==> src/rtl/rdf_pkg.sv <==
package rdf_pkg;
  localparam int WORD_W     = 32;
  localparam int DESC_WORDS = 4;
  localparam int DESC_W     = WORD_W * DESC_WORDS;
  localparam int DESC_SHIFT = 4;
  localparam int WCNT_W     = 2;
  localparam int REG_AW     = 3;

  localparam logic [REG_AW-1:0] RA_CTRL  = 3'd0;
  localparam logic [REG_AW-1:0] RA_BASE  = 3'd1;
  localparam logic [REG_AW-1:0] RA_COUNT = 3'd2;
  localparam logic [REG_AW-1:0] RA_TAIL  = 3'd3;
  localparam logic [REG_AW-1:0] RA_CUR   = 3'd4;
  localparam logic [REG_AW-1:0] RA_STAT  = 3'd5;

  typedef enum logic [2:0] {
    ST_IDLE,
    ST_CHK,
    ST_REQ,
    ST_WAIT,
    ST_HOLD,
    ST_SUSP
  } fetch_st_e;
endpackage

==> src/rtl/rdf_rst_sync.sv <==
module rdf_rst_sync (
  input  logic clk,
  input  logic rst_n,
  output logic rst_sync_n
);
  logic [1:0] sync_q;

  always_ff @(posedge clk or negedge rst_n) begin
    if (!rst_n) sync_q <= 2'b00;
    else        sync_q <= {sync_q[0], 1'b1};
  end

  assign rst_sync_n = sync_q[1];
endmodule

==> src/rtl/rdf_regs.sv <==
module rdf_regs
  import rdf_pkg::*;
#(
  parameter int ADDR_W = 32,
  parameter int LEN_W  = 10
) (
  input  logic              clk,
  input  logic              rst_n,
  input  logic              reg_wr,
  input  logic [REG_AW-1:0] reg_waddr,
  input  logic [31:0]       reg_wdata,
  input  logic [REG_AW-1:0] reg_raddr,
  output logic [31:0]       reg_rdata,
  input  logic              busy,
  input  logic              suspended,
  input  logic [ADDR_W-1:0] cur_addr,
  output logic [ADDR_W-1:0] base_q,
  output logic [LEN_W-1:0]  count_q,
  output logic [ADDR_W-1:0] tail_eff,
  output logic              tail_wr,
  output logic              start_req
);
  localparam logic [ADDR_W-1:0] ALIGN_MASK = ~ADDR_W'((1 << DESC_SHIFT) - 1);

  logic [ADDR_W-1:0] tail_q;
  logic [ADDR_W-1:0] wr_addr_val;
  logic              base_en;
  logic              count_en;

  assign wr_addr_val = reg_wdata[ADDR_W-1:0] & ALIGN_MASK;
  assign base_en     = reg_wr && (reg_waddr == RA_BASE)  && !busy;
  assign count_en    = reg_wr && (reg_waddr == RA_COUNT) && !busy;
  assign tail_wr     = reg_wr && (reg_waddr == RA_TAIL);
  assign start_req   = reg_wr && (reg_waddr == RA_CTRL) && reg_wdata[0] && !busy;
  assign tail_eff    = tail_wr ? wr_addr_val : tail_q;

  always_ff @(posedge clk or negedge rst_n) begin
    if (!rst_n)       base_q <= '0;
    else if (base_en) base_q <= wr_addr_val;
  end

  always_ff @(posedge clk or negedge rst_n) begin
    if (!rst_n)        count_q <= '0;
    else if (count_en) count_q <= reg_wdata[LEN_W-1:0];
  end

  always_ff @(posedge clk or negedge rst_n) begin
    if (!rst_n)       tail_q <= '0;
    else if (tail_wr) tail_q <= wr_addr_val;
  end

  always_comb begin
    reg_rdata = '0;
    case (reg_raddr)
      RA_BASE:  reg_rdata = 32'(base_q);
      RA_COUNT: reg_rdata = 32'(count_q);
      RA_TAIL:  reg_rdata = 32'(tail_q);
      RA_CUR:   reg_rdata = 32'(cur_addr);
      RA_STAT:  reg_rdata = {30'd0, busy, suspended};
      default:  reg_rdata = '0;
    endcase
  end
endmodule

==> src/rtl/rdf_ring_ptr.sv <==
module rdf_ring_ptr
  import rdf_pkg::*;
#(
  parameter int ADDR_W = 32,
  parameter int LEN_W  = 10
) (
  input  logic              clk,
  input  logic              rst_n,
  input  logic              start,
  input  logic              adv,
  input  logic [ADDR_W-1:0] base_q,
  input  logic [LEN_W-1:0]  count_q,
  input  logic [ADDR_W-1:0] tail_eff,
  output logic [ADDR_W-1:0] cur_addr,
  output logic              at_tail
);
  logic [LEN_W-1:0] idx_q;
  logic [LEN_W-1:0] idx_d;
  logic [LEN_W-1:0] last_idx;
  logic             idx_en;

  assign last_idx = count_q - LEN_W'(1);
  assign idx_en   = start || adv;

  always_comb begin
    if (start)                  idx_d = '0;
    else if (idx_q >= last_idx) idx_d = '0;
    else                        idx_d = idx_q + LEN_W'(1);
  end

  always_ff @(posedge clk or negedge rst_n) begin
    if (!rst_n)      idx_q <= '0;
    else if (idx_en) idx_q <= idx_d;
  end

  assign cur_addr = base_q + (ADDR_W'(idx_q) << DESC_SHIFT);
  assign at_tail  = (cur_addr == tail_eff);
endmodule

==> src/rtl/rdf_fetch_fsm.sv <==
module rdf_fetch_fsm
  import rdf_pkg::*;
#(
  parameter int ADDR_W = 32
) (
  input  logic              clk,
  input  logic              rst_n,
  input  logic              start,
  input  logic              at_tail,
  input  logic              tail_wr,
  input  logic [ADDR_W-1:0] cur_addr,
  output logic              mem_req,
  output logic [ADDR_W-1:0] mem_addr,
  input  logic              mem_gnt,
  input  logic              mem_rvalid,
  input  logic [WORD_W-1:0] mem_rdata,
  output logic              desc_valid,
  input  logic              desc_ready,
  output logic [DESC_W-1:0] desc_data,
  output logic [ADDR_W-1:0] desc_addr,
  output logic              adv,
  output logic              busy,
  output logic              suspended,
  output logic              suspend_pulse
);
  localparam logic [WCNT_W-1:0] WCNT_LAST = WCNT_W'(DESC_WORDS - 1);

  fetch_st_e         st_q, st_d;
  logic [WCNT_W-1:0] wcnt_q, wcnt_d;
  logic              wcnt_en;
  logic              pulse_d, pulse_q;
  logic [DESC_W-1:0] buf_q;

  always_comb begin
    st_d    = st_q;
    wcnt_d  = wcnt_q;
    wcnt_en = 1'b0;
    pulse_d = 1'b0;
    adv     = 1'b0;
    case (st_q)
      ST_IDLE: if (start) st_d = ST_CHK;
      ST_CHK: begin
        if (at_tail) begin
          st_d    = ST_SUSP;
          pulse_d = 1'b1;
        end else begin
          st_d    = ST_REQ;
          wcnt_d  = '0;
          wcnt_en = 1'b1;
        end
      end
      ST_REQ: if (mem_gnt) st_d = ST_WAIT;
      ST_WAIT: begin
        if (mem_rvalid) begin
          if (wcnt_q == WCNT_LAST) begin
            st_d = ST_HOLD;
          end else begin
            st_d    = ST_REQ;
            wcnt_d  = wcnt_q + WCNT_W'(1);
            wcnt_en = 1'b1;
          end
        end
      end
      ST_HOLD: begin
        if (desc_ready) begin
          adv  = 1'b1;
          st_d = ST_CHK;
        end
      end
      ST_SUSP: begin
        if (start)                  st_d = ST_CHK;
        else if (tail_wr && !at_tail) st_d = ST_CHK;
      end
      default: st_d = ST_IDLE;
    endcase
  end

  always_ff @(posedge clk or negedge rst_n) begin
    if (!rst_n) st_q <= ST_IDLE;
    else        st_q <= st_d;
  end

  always_ff @(posedge clk or negedge rst_n) begin
    if (!rst_n)       wcnt_q <= '0;
    else if (wcnt_en) wcnt_q <= wcnt_d;
  end

  always_ff @(posedge clk or negedge rst_n) begin
    if (!rst_n) pulse_q <= 1'b0;
    else        pulse_q <= pulse_d;
  end

  for (genvar g = 0; g < DESC_WORDS; g++) begin : g_word
    logic cap_en;
    assign cap_en = (st_q == ST_WAIT) && mem_rvalid && (wcnt_q == WCNT_W'(g));
    always_ff @(posedge clk or negedge rst_n) begin
      if (!rst_n)      buf_q[g*WORD_W +: WORD_W] <= '0;
      else if (cap_en) buf_q[g*WORD_W +: WORD_W] <= mem_rdata;
    end
  end

  assign mem_req       = (st_q == ST_REQ);
  assign mem_addr      = cur_addr + ADDR_W'({wcnt_q, 2'b00});
  assign desc_valid    = (st_q == ST_HOLD);
  assign desc_data     = buf_q;
  assign desc_addr     = cur_addr;
  assign busy          = (st_q == ST_CHK) || (st_q == ST_REQ) ||
                         (st_q == ST_WAIT) || (st_q == ST_HOLD);
  assign suspended     = (st_q == ST_SUSP);
  assign suspend_pulse = pulse_q;
endmodule

==> src/rtl/ring_desc_fetch.sv <==
module ring_desc_fetch
  import rdf_pkg::*;
#(
  parameter int ADDR_W = 32,
  parameter int LEN_W  = 10
) (
  input  logic              clk,
  input  logic              rst_n,
  input  logic              reg_wr,
  input  logic [2:0]        reg_waddr,
  input  logic [31:0]       reg_wdata,
  input  logic [2:0]        reg_raddr,
  output logic [31:0]       reg_rdata,
  output logic              mem_req,
  output logic [ADDR_W-1:0] mem_addr,
  input  logic              mem_gnt,
  input  logic              mem_rvalid,
  input  logic [31:0]       mem_rdata,
  output logic              desc_valid,
  input  logic              desc_ready,
  output logic [127:0]      desc_data,
  output logic [ADDR_W-1:0] desc_addr,
  output logic              suspended,
  output logic              suspend_pulse
);
  logic              rst_sync_n;
  logic [ADDR_W-1:0] base_q;
  logic [LEN_W-1:0]  count_q;
  logic [ADDR_W-1:0] tail_eff;
  logic [ADDR_W-1:0] cur_addr;
  logic              tail_wr;
  logic              start_req;
  logic              at_tail;
  logic              adv;
  logic              busy;

  rdf_rst_sync i_rst_sync (
    .clk        (clk),
    .rst_n      (rst_n),
    .rst_sync_n (rst_sync_n)
  );

  rdf_regs #(.ADDR_W(ADDR_W), .LEN_W(LEN_W)) i_regs (
    .clk       (clk),
    .rst_n     (rst_sync_n),
    .reg_wr    (reg_wr),
    .reg_waddr (reg_waddr),
    .reg_wdata (reg_wdata),
    .reg_raddr (reg_raddr),
    .reg_rdata (reg_rdata),
    .busy      (busy),
    .suspended (suspended),
    .cur_addr  (cur_addr),
    .base_q    (base_q),
    .count_q   (count_q),
    .tail_eff  (tail_eff),
    .tail_wr   (tail_wr),
    .start_req (start_req)
  );

  rdf_ring_ptr #(.ADDR_W(ADDR_W), .LEN_W(LEN_W)) i_ptr (
    .clk      (clk),
    .rst_n    (rst_sync_n),
    .start    (start_req),
    .adv      (adv),
    .base_q   (base_q),
    .count_q  (count_q),
    .tail_eff (tail_eff),
    .cur_addr (cur_addr),
    .at_tail  (at_tail)
  );

  rdf_fetch_fsm #(.ADDR_W(ADDR_W)) i_fsm (
    .clk           (clk),
    .rst_n         (rst_sync_n),
    .start         (start_req),
    .at_tail       (at_tail),
    .tail_wr       (tail_wr),
    .cur_addr      (cur_addr),
    .mem_req       (mem_req),
    .mem_addr      (mem_addr),
    .mem_gnt       (mem_gnt),
    .mem_rvalid    (mem_rvalid),
    .mem_rdata     (mem_rdata),
    .desc_valid    (desc_valid),
    .desc_ready    (desc_ready),
    .desc_data     (desc_data),
    .desc_addr     (desc_addr),
    .adv           (adv),
    .busy          (busy),
    .suspended     (suspended),
    .suspend_pulse (suspend_pulse)
  );
endmodule

==> config.mk <==
export PLATFORM = sky130hd
export DESIGN_NAME = ring_desc_fetch
export DESIGN_NICKNAME = d
export VERILOG_FILES = /design/src/rtl/rdf_pkg.sv /design/src/rtl/rdf_rst_sync.sv /design/src/rtl/rdf_regs.sv /design/src/rtl/rdf_ring_ptr.sv /design/src/rtl/rdf_fetch_fsm.sv /design/src/rtl/ring_desc_fetch.sv
export SDC_FILE = /design/constraint.sdc
export NUM_CORES = 1
export LEC_CHECK = 0
export CORE_AREA = 3 3 160 162
export CTS_BUF_LIST = sky130_fd_sc_hd__clkbuf_16
export CTS_CLUSTER_DIAMETER = 40
export DETAILED_ROUTE_END_ITERATION = 7
export DIE_AREA = 0 0 163 165
export DONT_BUFFER_PORTS = 1
export GPL_TIMING_DRIVEN = 0
export PLACE_DENSITY = 0.65
export SYNTH_ARGS = -nofsm -noshare
export SYNTH_HDL_FRONTEND = slang
export SYNTH_SLANG_ARGS = --single-unit
==> constraint.sdc <==
create_clock -name clk -period 15.9 [get_ports clk]
set_input_delay 1.59 -clock clk [delete_from_list [all_inputs] [get_ports clk]]
set_output_delay 1.59 -clock clk [all_outputs]
set_load 0.1 [all_outputs]
==> results of run 1 <==
## flip-flops by register name (all words and copies together) (netlist names)
| name | cells |
|---|---|
| i_fsm.desc_data | 128 |
| i_regs.tail_q | 32 |
| i_regs.base_q | 28 |
| i_ptr.idx_q | 10 |
| i_regs.count_q | 10 |
| i_fsm.st_q | 3 |
| i_fsm.wcnt_q | 2 |
| i_rst_sync.sync_q | 2 |
| i_fsm.suspend_pulse | 1 |
## cell usage after synthesis (18+ instances only)
master | count | area share, %
sky130_fd_sc_hd__dfrtp_1 | 216 | 44
sky130_fd_sc_hd__mux2_2 | 165 | 15
sky130_fd_sc_hd__nand2_1 | 105 | 3.2
sky130_fd_sc_hd__nor2_1 | 60 | 1.8
sky130_fd_sc_hd__o21ai_0 | 57 | 2.3
sky130_fd_sc_hd__buf_4 | 38 | 2.3
sky130_fd_sc_hd__inv_1 | 37 | 1.1
sky130_fd_sc_hd__xnor2_1 | 33 | 2.3
sky130_fd_sc_hd__clkbuf_1 | 31 | 0.95
sky130_fd_sc_hd__a21oi_1 | 29 | 1.2
sky130_fd_sc_hd__nor3_1 | 27 | 1.1
sky130_fd_sc_hd__ha_1 | 26 | 2.6
sky130_fd_sc_hd__a22oi_1 | 25 | 1.5
sky130_fd_sc_hd__mux2i_1 | 25 | 2.0
sky130_fd_sc_hd__xor2_1 | 19 | 1.4
sky130_fd_sc_hd__nand3_1 | 18 | 0.73
## worst max-delay path: stages (launching register included)
cell	delay [ns]
sky130_fd_sc_hd__dfrtp_1	0.49
sky130_fd_sc_hd__ha_1	0.48
sky130_fd_sc_hd__o21ai_0	0.18
sky130_fd_sc_hd__o21ai_1	0.58
sky130_fd_sc_hd__and3_1	0.39
sky130_fd_sc_hd__nor2_1	0.20
sky130_fd_sc_hd__nor3_1	0.56
sky130_fd_sc_hd__xor2_2	0.96
sky130_fd_sc_hd__buf_1	0.15
sky130_fd_sc_hd__buf_4	0.28
## routing by layer
layer / vias to the layer above / part of all wire (%) / track usage (%)
li1: 4358 / - / -
met1: 4851 / 41 / 37.50
met2: 454 / 46 / 43.80
met3: 87 / 9.1 / 7.249
met4: 0 / 3.0 / 10.53
met5: - / 0 / 0
## kinds of logic (layout without fill, tap and decap cells)
kind of cell / count (synthesis) / count (layout) / share of synthesized area (%)
adders and majority gates: 27 / 27 / 2.807
other: 2 / 7 / 0.06105
xor gates and xnor gates: 58 / 58 / 4.730
and+or+nand+nor: 327 / 327 / 13.76
buffers and inverters: 141 / 260 / 5.889
DFF: 216 / 216 / 43.94
muxes: 195 / 195 / 17.71
AOI/OAI and AO/OA: 202 / 202 / 11.10
## how the worst max path moves through the flow
stage | slack, ns | startpoint | end | cells past startpoint
finish | 9.50 | i_ptr.idx_q[3] | mem_addr[27] | 9
detailed placement | 10.18 | i_ptr.idx_q[0] | reg_rdata[28] | 13
CTS | 9.62 | i_ptr.idx_q[0] | reg_rdata[28] | 13
global route | 9.33 | i_ptr.idx_q[0] | reg_rdata[28] | 13
floorplan | 8.74 | i_ptr.idx_q[3] | reg_rdata[13] | 8
global placement | 6.77 | i_rst_sync.sync_q[1] | i_fsm.desc_data[78] | 0
## cell type report
type / count / area share (%)
repair buffers: 52 / 5.564
plain buffers: 101 / 3.784
inverters: 40 / 0.9892
well taps: 324 / 2.671
clock inverters: 29 / 2.168
flip-flops and latches: 216 / 35.64
multi-input cells: 816 / 42.92
clock buffers: 38 / 6.265
## stage by stage
stage | instance area (µm²) | hold WS, ns | cells
floorplan | 12320 | 0.3312 | 1173
global placement | 12720 | 0.3378 | 1497
detailed placement | 13870 | 0.3412 | 1547
CTS | 15150 | 0.3555 | 1614
global route | 15180 | 0.3554 | 1616
finish | 15180 | 0.3520 | 1616
==> impl_metrics.prom, run 1 <==
# TYPE chip_impl_metric gauge
chip_impl_metric{name="timing.final.setup_violations",unit=""} 0
chip_impl_info{name="cp-start-kind",value="flop"} 1
chip_impl_info{name="final_common_cell",value="sky130_fd_sc_hd__dfrtp_1"} 1
chip_impl_metric{name="timing.slew.headroom",unit="%"} 20.67
chip_impl_metric{name="post-route-drc-count",unit=""} 0
chip_impl_metric{name="hold_violations",unit=""} 0
chip_impl_metric{name="buffer_ports.inserted",unit=""} 0
chip_impl_metric{name="drive_above_1_share",unit="%"} 31.04
chip_impl_info{name="worst-setup-path-type",value="reg2out"} 1
chip_impl_info{name="run_status",value="finished, final reports clean"} 1
chip_impl_metric{name="worst-r2r-setup-slack",unit="ns"} 11.59
chip_impl_info{name="cts_tree",value="done"} 1
chip_impl_metric{name="overflow",unit=""} 0
chip_impl_metric{name="cts_inserted_buffers",unit=""} 37
chip_impl_metric{name="finish.utilization",unit="%"} 62.60
chip_impl_metric{name="postCtsSetupRepairBufs",unit=""} 0
chip_impl_metric{name="detail-route-antenna-nets",unit=""} 0
chip_impl_metric{name="per_cell_via_count_in_the_routed_design",unit=""} 6.033
chip_impl_metric{name="floorplan.rows",unit=""} 57
chip_impl_metric{name="number_of_global_route_vias_before_repair",unit=""} 9816
chip_impl_metric{name="avgRoutedWirePerCell",unit="µm"} 23.94
chip_impl_metric{name="ys_warn_count",unit=""} 0
chip_impl_metric{name="ctsHtreeMaxLevel",unit=""} 2
chip_impl_metric{name="detailroute.via_count",unit=""} 9750
chip_impl_metric{name="netlist_area",unit="µm²"} 12300
chip_impl_metric{name="fin_skew",unit="ns"} 0.01505
chip_impl_metric{name="postSynthRegisterBits",unit=""} 216
chip_impl_metric{name="detailedPlacementHpwl",unit="mm"} 28.97
chip_impl_metric{name="critical_path_arrival",unit="ns"} 4.81
chip_impl_metric{name="yosys.cell_types.count",unit=""} 85
chip_impl_metric{name="timing.hold.worst_path_depth",unit=""} 0
chip_impl_metric{name="netlist_instances",unit=""} 1168
chip_impl_metric{name="grt_pass1_wl",unit="mm"} 58.14
chip_impl_metric{name="worst_slew_pin_slew",unit="ns"} 1.190
chip_impl_metric{name="synth-edff-count",unit=""} 0
chip_impl_metric{name="clk-insertion-delay-late",unit="ns"} 0.53
chip_impl_info{name="layout.cells.most_common_list",value="215 x sky130_fd_sc_hd__dfrtp_1, 165 x sky130_fd_sc_hd__mux2_2, 105 x sky130_fd_sc_hd__nand2_1"} 1
chip_impl_metric{name="drt_pass1_iterations",unit=""} 5
chip_impl_metric{name="setup_ws",unit="ns"} 9.502
chip_impl_info{name="startpoint_of_the_most_critical_register_to_register_path",value="i_ptr.idx_q[0]"} 1
chip_impl_info{name="hp-class",value="reg2reg"} 1
chip_impl_metric{name="register_area",unit="µm²"} 5409
chip_impl_metric{name="gp_congestion",unit=""} 1.004
chip_impl_info{name="r2r-end",value="i_fsm.st_q[1]"} 1
chip_impl_metric{name="multi_input_logic_area",unit="µm²"} 6515
chip_impl_metric{name="share_of_flip_flops_with_an_asynchronous_set_or_reset",unit="%"} 100.0
chip_impl_metric{name="dp_slack",unit="ns"} 10.18
chip_impl_metric{name="ioPinCount",unit=""} 304
chip_impl_metric{name="final_nets",unit=""} 1367
chip_impl_metric{name="layout.filler_cells",unit=""} 1930
chip_impl_metric{name="synth.yosys.seq_area_share",unit="%"} 43.94
chip_impl_info{name="timing.critical_path.to_type",value="primary output"} 1
chip_impl_metric{name="cap_violations",unit=""} 0
chip_impl_metric{name="antenna_found_initial",unit=""} 0
chip_impl_metric{name="die_w",unit="µm"} 163
chip_impl_metric{name="cts-root-to-sink-buffers",unit=""} 3
chip_impl_metric{name="worst_r2r_path_depth",unit=""} 12
chip_impl_metric{name="slew_viol_final",unit=""} 0
chip_impl_metric{name="floorplan.die.height",unit="µm"} 165
chip_impl_metric{name="worst-endpoint-required",unit="ns"} 14.31
chip_impl_metric{name="die_area",unit="µm²"} 26900
chip_impl_metric{name="worst-path-max-fanout",unit=""} 7
chip_impl_metric{name="finalWirelength",unit="mm"} 38.68
chip_impl_metric{name="core-area",unit="µm²"} 24250
chip_impl_info{name="cts_root_buf",value="sky130_fd_sc_hd__clkbuf_16"} 1
chip_impl_metric{name="detailedRoute.firstIterationViolations",unit=""} 975
chip_impl_metric{name="syn_avg_cell_area",unit="µm²"} 10.53
chip_impl_info{name="postSynth.topFlopCell",value="sky130_fd_sc_hd__dfrtp_1"} 1
chip_impl_metric{name="finalWorstPathRequiredPeriod",unit="ns"} 6.398
chip_impl_metric{name="n_antenna_cell",unit=""} 0
chip_impl_info{name="rsz0062_at_grt",value="no"} 1
chip_impl_metric{name="starting_density_of_the_core",unit="%"} 50.73
chip_impl_metric{name="clkSlewWorstSetupHoldPaths",unit="ns"} 0.06
chip_impl_metric{name="fmax",unit="GHz"} 0.1563
chip_impl_metric{name="cts_repair_resizes",unit=""} 0
chip_impl_metric{name="final_min_period_over_clock_period",unit="%"} 40.24
chip_impl_metric{name="clock-sinks",unit=""} 216
chip_impl_info{name="holdPathEnd",value="i_rst_sync.sync_q[1]"} 1
chip_impl_metric{name="grt_start_max_net_pins",unit=""} 74
chip_impl_metric{name="gr-usage-all-layers",unit="%"} 27.95
chip_impl_metric{name="post_cts_hold_buffer_count",unit=""} 0
chip_impl_info{name="launch_point_of_the_worst_hold_path",value="i_rst_sync.sync_q[0]"} 1
chip_impl_metric{name="flow.area_growth_from_synthesis",unit="%"} 23.40
chip_impl_metric{name="tns",unit="ns"} 0
Power of run 1 is not shown: default switching activity piles up to over one toggle a cycle in this logic, so the estimate is an artifact.
==> run 2: changes to the inputs <==
==> constraint.sdc (replaced) <==
create_clock -name clk -period 6.4 [get_ports clk]
set_input_delay 0.64 -clock clk [delete_from_list [all_inputs] [get_ports clk]]
set_output_delay 0.64 -clock clk [all_outputs]
set_load 0.1 [all_outputs]
==> impl_metrics.prom, run 2 (same netlist as run 1, synthesis figures left out) <==
# TYPE chip_impl_metric gauge
chip_impl_metric{name="layout.filler_cells",unit=""} 1940
chip_impl_metric{name="finalWorstPathRequiredPeriod",unit="ns"} 5.385
chip_impl_metric{name="worst_r2r_path_depth",unit=""} 11
chip_impl_info{name="r2r-end",value="i_fsm.st_q[2]"} 1
chip_impl_metric{name="drt_pass1_iterations",unit=""} 5
chip_impl_metric{name="worst-endpoint-required",unit="ns"} 5.76
chip_impl_metric{name="overflow",unit=""} 0
chip_impl_metric{name="clkSlewWorstSetupHoldPaths",unit="ns"} 0.05
chip_impl_metric{name="detail-route-antenna-nets",unit=""} 0
chip_impl_metric{name="n_antenna_cell",unit=""} 0
chip_impl_metric{name="cap_violations",unit=""} 0
chip_impl_metric{name="avgRoutedWirePerCell",unit="µm"} 23.77
chip_impl_metric{name="fin_skew",unit="ns"} 0.02343
chip_impl_metric{name="cts-root-to-sink-buffers",unit=""} 3
chip_impl_info{name="cts_root_buf",value="sky130_fd_sc_hd__clkbuf_16"} 1
chip_impl_metric{name="buffer_ports.inserted",unit=""} 0
chip_impl_metric{name="hold_violations",unit=""} 0
chip_impl_metric{name="max_reg_flops",unit=""} 128
chip_impl_info{name="cts_tree",value="done"} 1
chip_impl_metric{name="post-route-drc-count",unit=""} 0
chip_impl_metric{name="detailedRoute.firstIterationViolations",unit=""} 1002
chip_impl_metric{name="clock-sinks",unit=""} 216
chip_impl_metric{name="per_cell_via_count_in_the_routed_design",unit=""} 6.002
chip_impl_info{name="rsz0062_at_grt",value="no"} 1
chip_impl_metric{name="die_area",unit="µm²"} 26900
chip_impl_metric{name="slew_viol_final",unit=""} 0
chip_impl_metric{name="floorplan.rows",unit=""} 57
chip_impl_info{name="final_common_cell",value="sky130_fd_sc_hd__dfrtp_1"} 1
chip_impl_metric{name="critical_path_arrival",unit="ns"} 4.74
chip_impl_metric{name="detailroute.via_count",unit=""} 9687
chip_impl_metric{name="gr-usage-all-layers",unit="%"} 27.68
chip_impl_info{name="timing.critical_path.to_type",value="primary output"} 1
chip_impl_metric{name="gp_congestion",unit=""} 0.9933
chip_impl_metric{name="die_w",unit="µm"} 163
chip_impl_metric{name="finalWirelength",unit="mm"} 38.37
chip_impl_metric{name="final_min_period_over_clock_period",unit="%"} 84.14
chip_impl_metric{name="cts_inserted_buffers",unit=""} 36
chip_impl_info{name="worst-setup-path-type",value="reg2out"} 1
chip_impl_metric{name="timing.slew.headroom",unit="%"} 2.682
chip_impl_metric{name="worst_slew_pin_slew",unit="ns"} 1.453
chip_impl_metric{name="grt_pass1_wl",unit="mm"} 57.29
chip_impl_metric{name="drive_above_1_share",unit="%"} 30.78
chip_impl_metric{name="detailedPlacementHpwl",unit="mm"} 28.99
chip_impl_metric{name="worst-path-max-fanout",unit=""} 10
chip_impl_info{name="layout.cells.most_common_list",value="215 x sky130_fd_sc_hd__dfrtp_1, 165 x sky130_fd_sc_hd__mux2_2, 105 x sky130_fd_sc_hd__nand2_1"} 1
chip_impl_info{name="critical_path.endpoint",value="reg_rdata[28]"} 1
chip_impl_metric{name="grt_start_max_net_pins",unit=""} 70
chip_impl_metric{name="ioPinCount",unit=""} 304
chip_impl_metric{name="core-area",unit="µm²"} 24250
chip_impl_metric{name="number_of_global_route_vias_before_repair",unit=""} 9696
chip_impl_metric{name="floorplan.die.height",unit="µm"} 165
chip_impl_metric{name="tns",unit="ns"} 0
chip_impl_metric{name="timing.final.setup_violations",unit=""} 0
chip_impl_metric{name="multi_input_logic_area",unit="µm²"} 6515
chip_impl_metric{name="clk-insertion-delay-late",unit="ns"} 0.52
chip_impl_metric{name="antenna_found_initial",unit=""} 0
chip_impl_metric{name="cts_repair_resizes",unit=""} 0
chip_impl_metric{name="ctsHtreeMaxLevel",unit=""} 2
chip_impl_metric{name="worst-r2r-setup-slack",unit="ns"} 1.75
chip_impl_info{name="cp-start-kind",value="flop"} 1
chip_impl_info{name="hp-class",value="in2reg"} 1
chip_impl_metric{name="fmax",unit="GHz"} 0.1857
chip_impl_metric{name="starting_density_of_the_core",unit="%"} 50.73
chip_impl_metric{name="final_nets",unit=""} 1366
chip_impl_info{name="worst_setup_path_startpoint",value="i_ptr.idx_q[0]"} 1
chip_impl_metric{name="register_area",unit="µm²"} 5409
chip_impl_metric{name="flow.area_growth_from_synthesis",unit="%"} 22.33
chip_impl_info{name="startpoint_of_the_most_critical_register_to_register_path",value="i_ptr.idx_q[5]"} 1
chip_impl_info{name="run_status",value="finished, final reports clean"} 1
[run 2: changes by cell type in the layout (fill, tap and decap cells not counted), sizes merged]
cell,previous run,this run
bufinv,5,2
inv,47,46
clkbuf,70,67
dlygate4sd3,0,1
clkinv,14,15
clkinvlp,3,6
[run 2: worst min path at each step]
stage | slack, ns | from | depth (start not counted) | end
after floorplan | 0.33 | i_rst_sync.sync_q[0] | 0 | i_rst_sync.sync_q[1]
after global placement | 0.33 | i_rst_sync.sync_q[0] | 0 | i_rst_sync.sync_q[1]
after detailed placement | 0.34 | rst_n | 0 | i_rst_sync.sync_q[0]
after CTS | 0.22 | reg_wdata[5] | 2 | i_regs.base_q[5]
after global routing | 0.24 | reg_wdata[4] | 2 | i_regs.tail_q[4]
final | 0.24 | reg_wdata[4] | 2 | i_regs.tail_q[4]
[run 2: area by class of cell]
cell class                      count  share of cell area [%]
Timing Repair Buffer               52                   5.605
Multi-Input combinational cell    816                   43.30
Tap cell                          324                   2.694
Clock buffer                       36                   5.987
Buffer                            101                   3.817
Inverter                           40                  0.9978
Clock inverter                     29                   1.655
Sequential cell                   216                   35.95
[run 2: what timing repair did]
item,in CTS,in global routing
setup buffers,0,0
hold buffers,1,0
hold endpoints to repair,2,0
[run 2: per-stage QoR]
step	setup slack [ns]	std cells	area (µm²)	utilization, %	hold slack [ns]
6_report	1.015	1614	15050	62.05	0.2374
5_1_grt	0.9102	1614	15050	62.05	0.2400
4_1_cts	1.092	1614	15050	62.05	0.2204
3_5_place_dp	1.638	1548	13890	57.27	0.3379
3_3_place_gp	-0.3229	1497	12730	52.48	0.3316
2_1_floorplan	0.1908	1173	12320	-	0.3311
[run 2: critical path, cell delays in order (launching register included)]
cell and delay, ns:
sky130_fd_sc_hd__dfrtp_1 0.45, sky130_fd_sc_hd__ha_1 0.21, sky130_fd_sc_hd__inv_1 0.06, sky130_fd_sc_hd__fa_1 0.42, sky130_fd_sc_hd__and2b_1 0.27, sky130_fd_sc_hd__o2111ai_2 0.17, sky130_fd_sc_hd__a31o_2 0.30, sky130_fd_sc_hd__buf_6 0.14
sky130_fd_sc_hd__clkbuf_1 0.28, sky130_fd_sc_hd__nor3_1 0.50, sky130_fd_sc_hd__nand2_1 0.21, sky130_fd_sc_hd__nor3_1 0.21, sky130_fd_sc_hd__a21oi_1 0.08, sky130_fd_sc_hd__o21ai_2 0.92
[run 2: metal layers]
layer / part of all wire (%) / up-vias / wire [µm] / global-route usage (%)
met1: 40 / 4776 / 15470 / 36.42
met4: 2.5 / 0 / 945 / 7.843
met3: 10 / 84 / 3931 / 8.979
met2: 47 / 480 / 18020 / 44.15
met5: 0 / - / 0 / 0
li1: - / 4347 / - / -
Power of run 2 is left out for the same reason.
